### src/rtl/prio_resolver.sv
module prio_resolver #(
  parameter int             N          = 8,
  parameter logic [N-1:0]   TRIG_WMASK = 8'hF8,
  parameter bit             IS_MASTER  = 1'b1,
  parameter int             CASCADE    = 2
) (
  input  logic                     clk,
  input  logic                     rst_n,
  input  logic [N-1:0]             req_in,
  input  logic [N-1:0]             trig_level,
  input  logic [N-1:0]             mask,
  input  logic [$clog2(N)-1:0]     rot_base,
  input  logic [N-1:0]             in_service,
  input  logic [N-1:0]             req_clr,
  input  logic                     nested_en,
  output logic [N-1:0]             pending,
  output logic [$clog2(N)-1:0]     out_idx,
  output logic                     out_valid,
  output logic                     irq_out
);
  localparam int            IW      = $clog2(N);
  localparam logic [IW:0]   NONE    = (IW+1)'(N);
  localparam logic [N-1:0]  CAS_BIT = IS_MASTER ? (N'(1) << CASCADE) : '0;

  function automatic logic [IW:0] rank(input logic [N-1:0] v, input logic [IW-1:0] b);
    logic [IW:0] r;
    r = NONE;
    for (int k = N - 1; k >= 0; k--)
      if (v[(int'(b) + k) % N]) r = (IW+1)'(k);
    return r;
  endfunction

  logic [N-1:0]  prev_q, lvl, rise, pend_d, cand, svc;
  logic [IW:0]   win, cur;
  logic [IW-1:0] win_idx;

  assign lvl     = trig_level & TRIG_WMASK;
  assign rise    = req_in & ~prev_q;
  assign pend_d  = (lvl & req_in) | (~lvl & ((pending & ~req_clr) | rise));
  assign cand    = pending & ~mask;
  assign svc     = nested_en ? (in_service & ~CAS_BIT) : in_service;
  assign win     = rank(cand, rot_base);
  assign cur     = rank(svc, rot_base);
  assign win_idx = IW'((int'(win) + int'(rot_base)) % N);

  always_ff @(posedge clk) begin
    if (!rst_n) begin
      prev_q    <= '0;
      pending   <= '0;
      out_idx   <= '0;
      out_valid <= 1'b0;
      irq_out   <= 1'b0;
    end else begin
      prev_q    <= req_in;
      pending   <= pend_d;
      out_valid <= (win != NONE);
      irq_out   <= (win < cur);
      out_idx   <= (win != NONE) ? win_idx : '0;
    end
  end
endmodule

### config.mk
export PLATFORM = sky130hd
export DESIGN_NAME = prio_resolver
export DESIGN_NICKNAME = d
export VERILOG_FILES = /design/src/rtl/prio_resolver.sv
export SDC_FILE = /design/constraint.sdc
export NUM_CORES = 1
export LEC_CHECK = 0
export ABC_AREA = 1
export BUFFER_PORTS_ARGS = -buffer_cell sky130_fd_sc_hd__buf_2
export CAP_MARGIN = 0
export CORE_ASPECT_RATIO = 0.6
export CORE_UTILIZATION = 40
export DETAILED_ROUTE_END_ITERATION = 8
export PLACE_DENSITY_LB_ADDON = 0.25
export SLEW_MARGIN = 20
export SYNTH_ARGS = -nofsm -noshare
export SYNTH_HDL_FRONTEND = slang
export SYNTH_SLANG_ARGS = --single-unit
### constraint.sdc
create_clock -name clk -period 3.5 [get_ports clk]
set_input_delay 0.7 -clock clk [delete_from_list [all_inputs] [get_ports clk]]
set_output_delay 0.7 -clock clk [all_outputs]
set_load 0.02 [all_outputs]
## Yosys cells after proc, flatten, opt, wreduce, memory -nomap -nowiden

Cells that the tools add are included.

| storage, ports and cells | value |
|---|---|
| word-level logic and storage cells | 112 |
| input port bits | 46 |
| register bits | 21 |

| cells by class | value |
|---|---|
| muxes and demuxes | 63 |
| add/sub/neg operators | 8 |
| reduce and logical (&&, ||, !) cells | 8 |
| magnitude comparators | 9 |
| bitwise logic cells | 18 |
| equal/unequal tests | 1 |

Operator list:

| cell | count |
|---|---|
| $mux W4 | 16 |
| $bmux W1 S3 | 16 |
| $and A8 B8 Y8 | 5 |
| $lt A4 B5 Y1 const B | 7 |
| $not A8 Y8 | 4 |
| $mux W1 | 30 |
| $reduce_or A3 Y1 | 7 |
| $or A8 B8 Y8 | 2 |
| $add A3 B3 Y3 const B | 4 |
| $and A1 B1 Y1 const A | 7 |
| $add A3 B2 Y3 const B | 2 |
| $lt A3 B4 Y1 const B | 1 |
| $lt A4 B4 Y1 | 1 |
| $ne A4 B4 Y1 const B | 1 |
| $add A3 B1 Y3 const B | 1 |
| $add A3 B3 Y3 | 1 |
| $mux W3 | 1 |
| $reduce_and A2 Y1 | 1 |

## Depth between registers and ports, before layout

| depth | value |
|---|---|
| word-level depth | 16 |
| gate-level depth with buffers | 23 |
| gate-level depth less buffers | 20 |

## Worst setup path before layout

OpenSTA, ideal clock, no wires.

| timing path | value |
|---|---|
| kind | input port to flip-flop |
| start | input port rot_base[0] |
| end | register out_idx[2] |
| cell stages on the path | 23 |
| setup slack | 0.284 ns |
| required time | 3.430 ns |
| arrival | 3.146 ns |
| cells stage by stage | buf_6 -> inv_8 -> buf_12 -> ha_1 -> buf_2 -> inv_2 -> nand3_1 -> nand3_1 -> nand2_1 -> nand2_1 -> nand2_1 -> nand2_1 -> nand2_1 -> nand2_1 -> nand2_1 -> nand2_1 -> inv_1 -> ha_1 -> inv_1 -> fa_1 -> xor2_1 -> or2_0 -> a21oi_1 |

| on the way | value |
|---|---|
| cells in the longest elaborated chain, start to end | 14 |
| elaborated cells between the ends (all ways) | 41 |
| classes of those cells | add/sub (8); eq/ne (1); mux (31); reduce/logical (1) |

RTL lines:

| item | RTL line | RTL |
|---|---|---|
| start, declared | 12 | `input logic [$clog2(N)-1:0] rot_base,` |
| parallel branches: the longest is 14 deep, another holds $add A3 B3 Y3 | -- |  |
| end signal, assigned | 58 | `out_idx <= (win != NONE) ? win_idx : '0;` |
| end, declared | 17 | `output logic [$clog2(N)-1:0] out_idx,` |

Parallel ways; which one is timed is not known. The select of a mux whose other input is x is not followed.
A chain may end at the register's enable or synchronous reset.

## Final worst setup path

Ends and elaborated chain as after synthesis.

==> flow_metrics.tcl <==
set metrics [dict create \
    initial_core_util 0.429 \
    power_switching_w 0.000293 \
    wl_um 4580 \
    final-hold-violation-count 0 \
    vias_per_cell 4.78 \
    endpoint_kind "flip-flop" \
    grt_pass1_vias 1640 \
    diodes 0 \
    root_buffer "clkbuf_8" \
    tightest_slew_ns 0.480 \
    combPwrFrac 0.438 \
    die_w_um 89.0 \
    synth_top_area_frac 0.231 \
    grt_pass1_wl_um 7520 \
    maxSlewHeadroom 0.677 \
    syn-cell-area_um2 1820 \
    cts_buffers 3 \
    power_density_nw_per_um2 348 \
    yosysTopAreaCell "dfxtp_1" \
    final_cell_area_um2 2170 \
    synthesis.nets 331 \
    die_h_um 54.2 \
    ys_seq_elements 21 \
    period_minus_slack_ns 3.03 \
    yosys-top-cells-area "dfxtp_1 23%, nand2_1 16%, nand3_1 12%" \
    io_buffer_count 55 \
    pin_count 59 \
    syn_area_per_cell_um2 6.54 \
    status "finished, final reports clean" \
    worstPathArrival_ns 3.22 \
    finalCritPeriodShare 0.865 \
    drt_iter0_markers 87 \
    gp_congestion 0.893 \
    finClkSkew_ns 0.00457 \
    async_flop_share 0 \
    switching_share 0.387 \
    firstDrtPassIters 4 \
    cts_tree "built" \
    clkPwrFrac 0.201 \
    cp.required_ns 3.69 \
    dominantRegCellSynth "dfxtp_1" \
    synth_seq_area_share 0.231 \
    rsz0062_at_grt "no" \
    p_int_w 0.000464 \
    clk_pin_slew_ns 0.07 \
    detail_route.wl_per_cell_um 11.6 \
    critPathMaxFanout 6 \
    gr-usage-all-layers 0.208 \
    setup_viol 0 \
    grt_max_degree 19 \
    min_path_type "flip-flop to flip-flop" \
    ctsResizeCount 0 \
    ctsLongestPathBuffers 2 \
    cts_sinks 21 \
    hpwl_um 3670 \
    slew_violations 0 \
    ir_worst_vdd_mv 0.263 \
    yosysWarnings 0 \
    h-tree-depth 1 \
    drive_gt1_frac 0.296 \
    ant_nets 0 \
    postCtsSetupBuffers 0 \
    fmax_ghz 0.330 \
    netlist_instances 278 \
    p_leak_nw 1.23 \
    dieArea_um2 4830 \
    nets 389 \
    drc 0 \
    max-cap-violations 0 \
    setup_tns_ns 0 \
    syn_to_final_growth_pct 19.6 \
    gr-total-overflow 0 \
    ys_types 36 \
    seqPwrFrac 0.362 \
    antenna_found_initial 0 \
    vias 1887 \
    synth-edff-count 0 \
    hold_buffers 0 \
    crit_type "input port to flip-flop" \
    start_kind "input port" \
    clk_latency_ns 0.26 \
    rows 18 \
    fp.coreArea_um2 4230 \
    place_area_um2 2130 \
]
[cells in the final DEF (no fill, tap or decap)]
cell | Yosys | layout
o21ai_2 | 2 | 2
nor2_1 | 10 | 10
ha_1 | 6 | 6
buf_4 | 0 | 5
xor2_1 | 1 | 1
o32ai_1 | 2 | 2
a21oi_1 | 3 | 3
buf_2 | 1 | 55
clkinv_2 | 0 | 1
o21ai_1 | 2 | 2
dfxtp_1 | 21 | 21
nand3_2 | 8 | 8
inv_8 | 1 | 1
nand2_1 | 77 | 77
or2_0 | 1 | 1
o21ai_0 | 10 | 10
nand2_4 | 1 | 1
a31oi_1 | 4 | 4
nor3_1 | 1 | 1
nor2_2 | 2 | 2
inv_2 | 5 | 5
o22ai_1 | 1 | 1
and2_4 | 1 | 1
nand3_1 | 45 | 45
o41ai_1 | 5 | 5
a31o_2 | 1 | 1
a21oi_2 | 2 | 2
inv_4 | 1 | 1
inv_1 | 46 | 46
xnor2_2 | 3 | 3
nand3_4 | 1 | 1
fa_1 | 1 | 1
nand2_2 | 6 | 6
nor3_4 | 1 | 1
clkbuf_8 | 0 | 3
[Yosys cell counts (2+ instances only)]
master   number
a21oi_2       2
xnor2_2       3
nand2_1      77
a21oi_1       3
nor2_2        2
ha_1          6
nor2_1       10
dfxtp_1      21
nand3_2       8
o41ai_1       5
inv_2         5
buf_6         3
o21ai_2       2
inv_1        46
nand3_1      45
o21ai_0      10
a31oi_1       4
o32ai_1       2
nand2_2       6
o21ai_1       2
[power groups by stage]
stage / Combinational, W / Sequential [W] / Clock [W]
6_report: 0.000331 / 0.000274 / 0.000152
5_1_grt: 0.000374 / 0.000277 / 0.000170
4_1_cts: 0.000330 / 0.000274 / 0.000159
3_5_place_dp: 0.000328 / 0.000278 / 0
3_3_place_gp: 0.000323 / 0.000278 / 0
2_1_floorplan: 0.000217 / 0.000301 / 0
[metrics by stage]
stage	util	power (W)	cells	worst slack, ns	hold slack [ns]
floorplan	-	0.000518	278	0.284	0.404
global placement	0.503	0.000601	391	0.231	0.410
detailed placement	0.503	0.000606	391	0.210	0.410
CTS	0.514	0.000762	395	0.472	0.421
global route	0.514	0.000820	395	0.266	0.432
finish	0.514	0.000757	395	0.473	0.421
[path summary, 6_finish.rpt]
check | from | to | slack (ns) | cells after the start
max | rot_base[0] | out_idx[2] | 0.47 | 21
min | prev_q[0] | pending[0] | 0.42 | 1
max reg2reg | pending[0] | out_idx[2] | 1.07 | 18
min reg2reg | prev_q[0] | pending[0] | 0.42 | 1
[worst max-delay path, cell delays in order]
cell	delay (ns)
buf_2	0.15
inv_8	0.04
ha_1	0.35
buf_4	0.19
nand3_2	0.08
nand3_1	0.11
nand2_1	0.09
nand2_1	0.07
nand2_1	0.06
nand2_1	0.04
nand2_1	0.05
nand2_1	0.05
nand2_1	0.06
nand2_1	0.07
inv_1	0.07
ha_1	0.13
inv_1	0.04
fa_1	0.37
xor2_1	0.16
or2_0	0.23
a21oi_1	0.11
[layout make-up]
class / count / area, um2
Fill cell: 456 / 2060
Multi-Input combinational cell: 197 / 1110
Sequential cell: 21 / 420
Timing Repair Buffer: 60 / 313
Inverter: 53 / 209
Tap cell: 60 / 75.1
Clock buffer: 3 / 41.3
Clock inverter: 1 / 5.00
[registers in the layout, indices dropped and copies added, names as in the netlist]
signal and flops:
irq_out 1, out_idx 3, out_valid 1, pending 8
prev_q 8
[routing by layer]
layer | GRT usage | vias up | routed length [um]
met3 | 0.0452 | 0 | 360
met5 | 0 | - | 0
met1 | 0.306 | 817 | 2490
li1 | - | 1007 | -
met2 | 0.323 | 63 | 1720
met4 | 0.0185 | 0 | 0
[logic make-up after synthesis]
logic type               Yosys count  share of synthesized area
buffers and inverters             60                      0.158
flip-flops                        21                      0.231
AO/OA/AOI/OAI                     32                      0.116
XOR/XNOR                           4                     0.0317
adder cells (fa/ha/maj)            7                     0.0523
AND/OR/NAND/NOR                  154                      0.411
No activity file was read; power rests on OpenSTA's default activity.
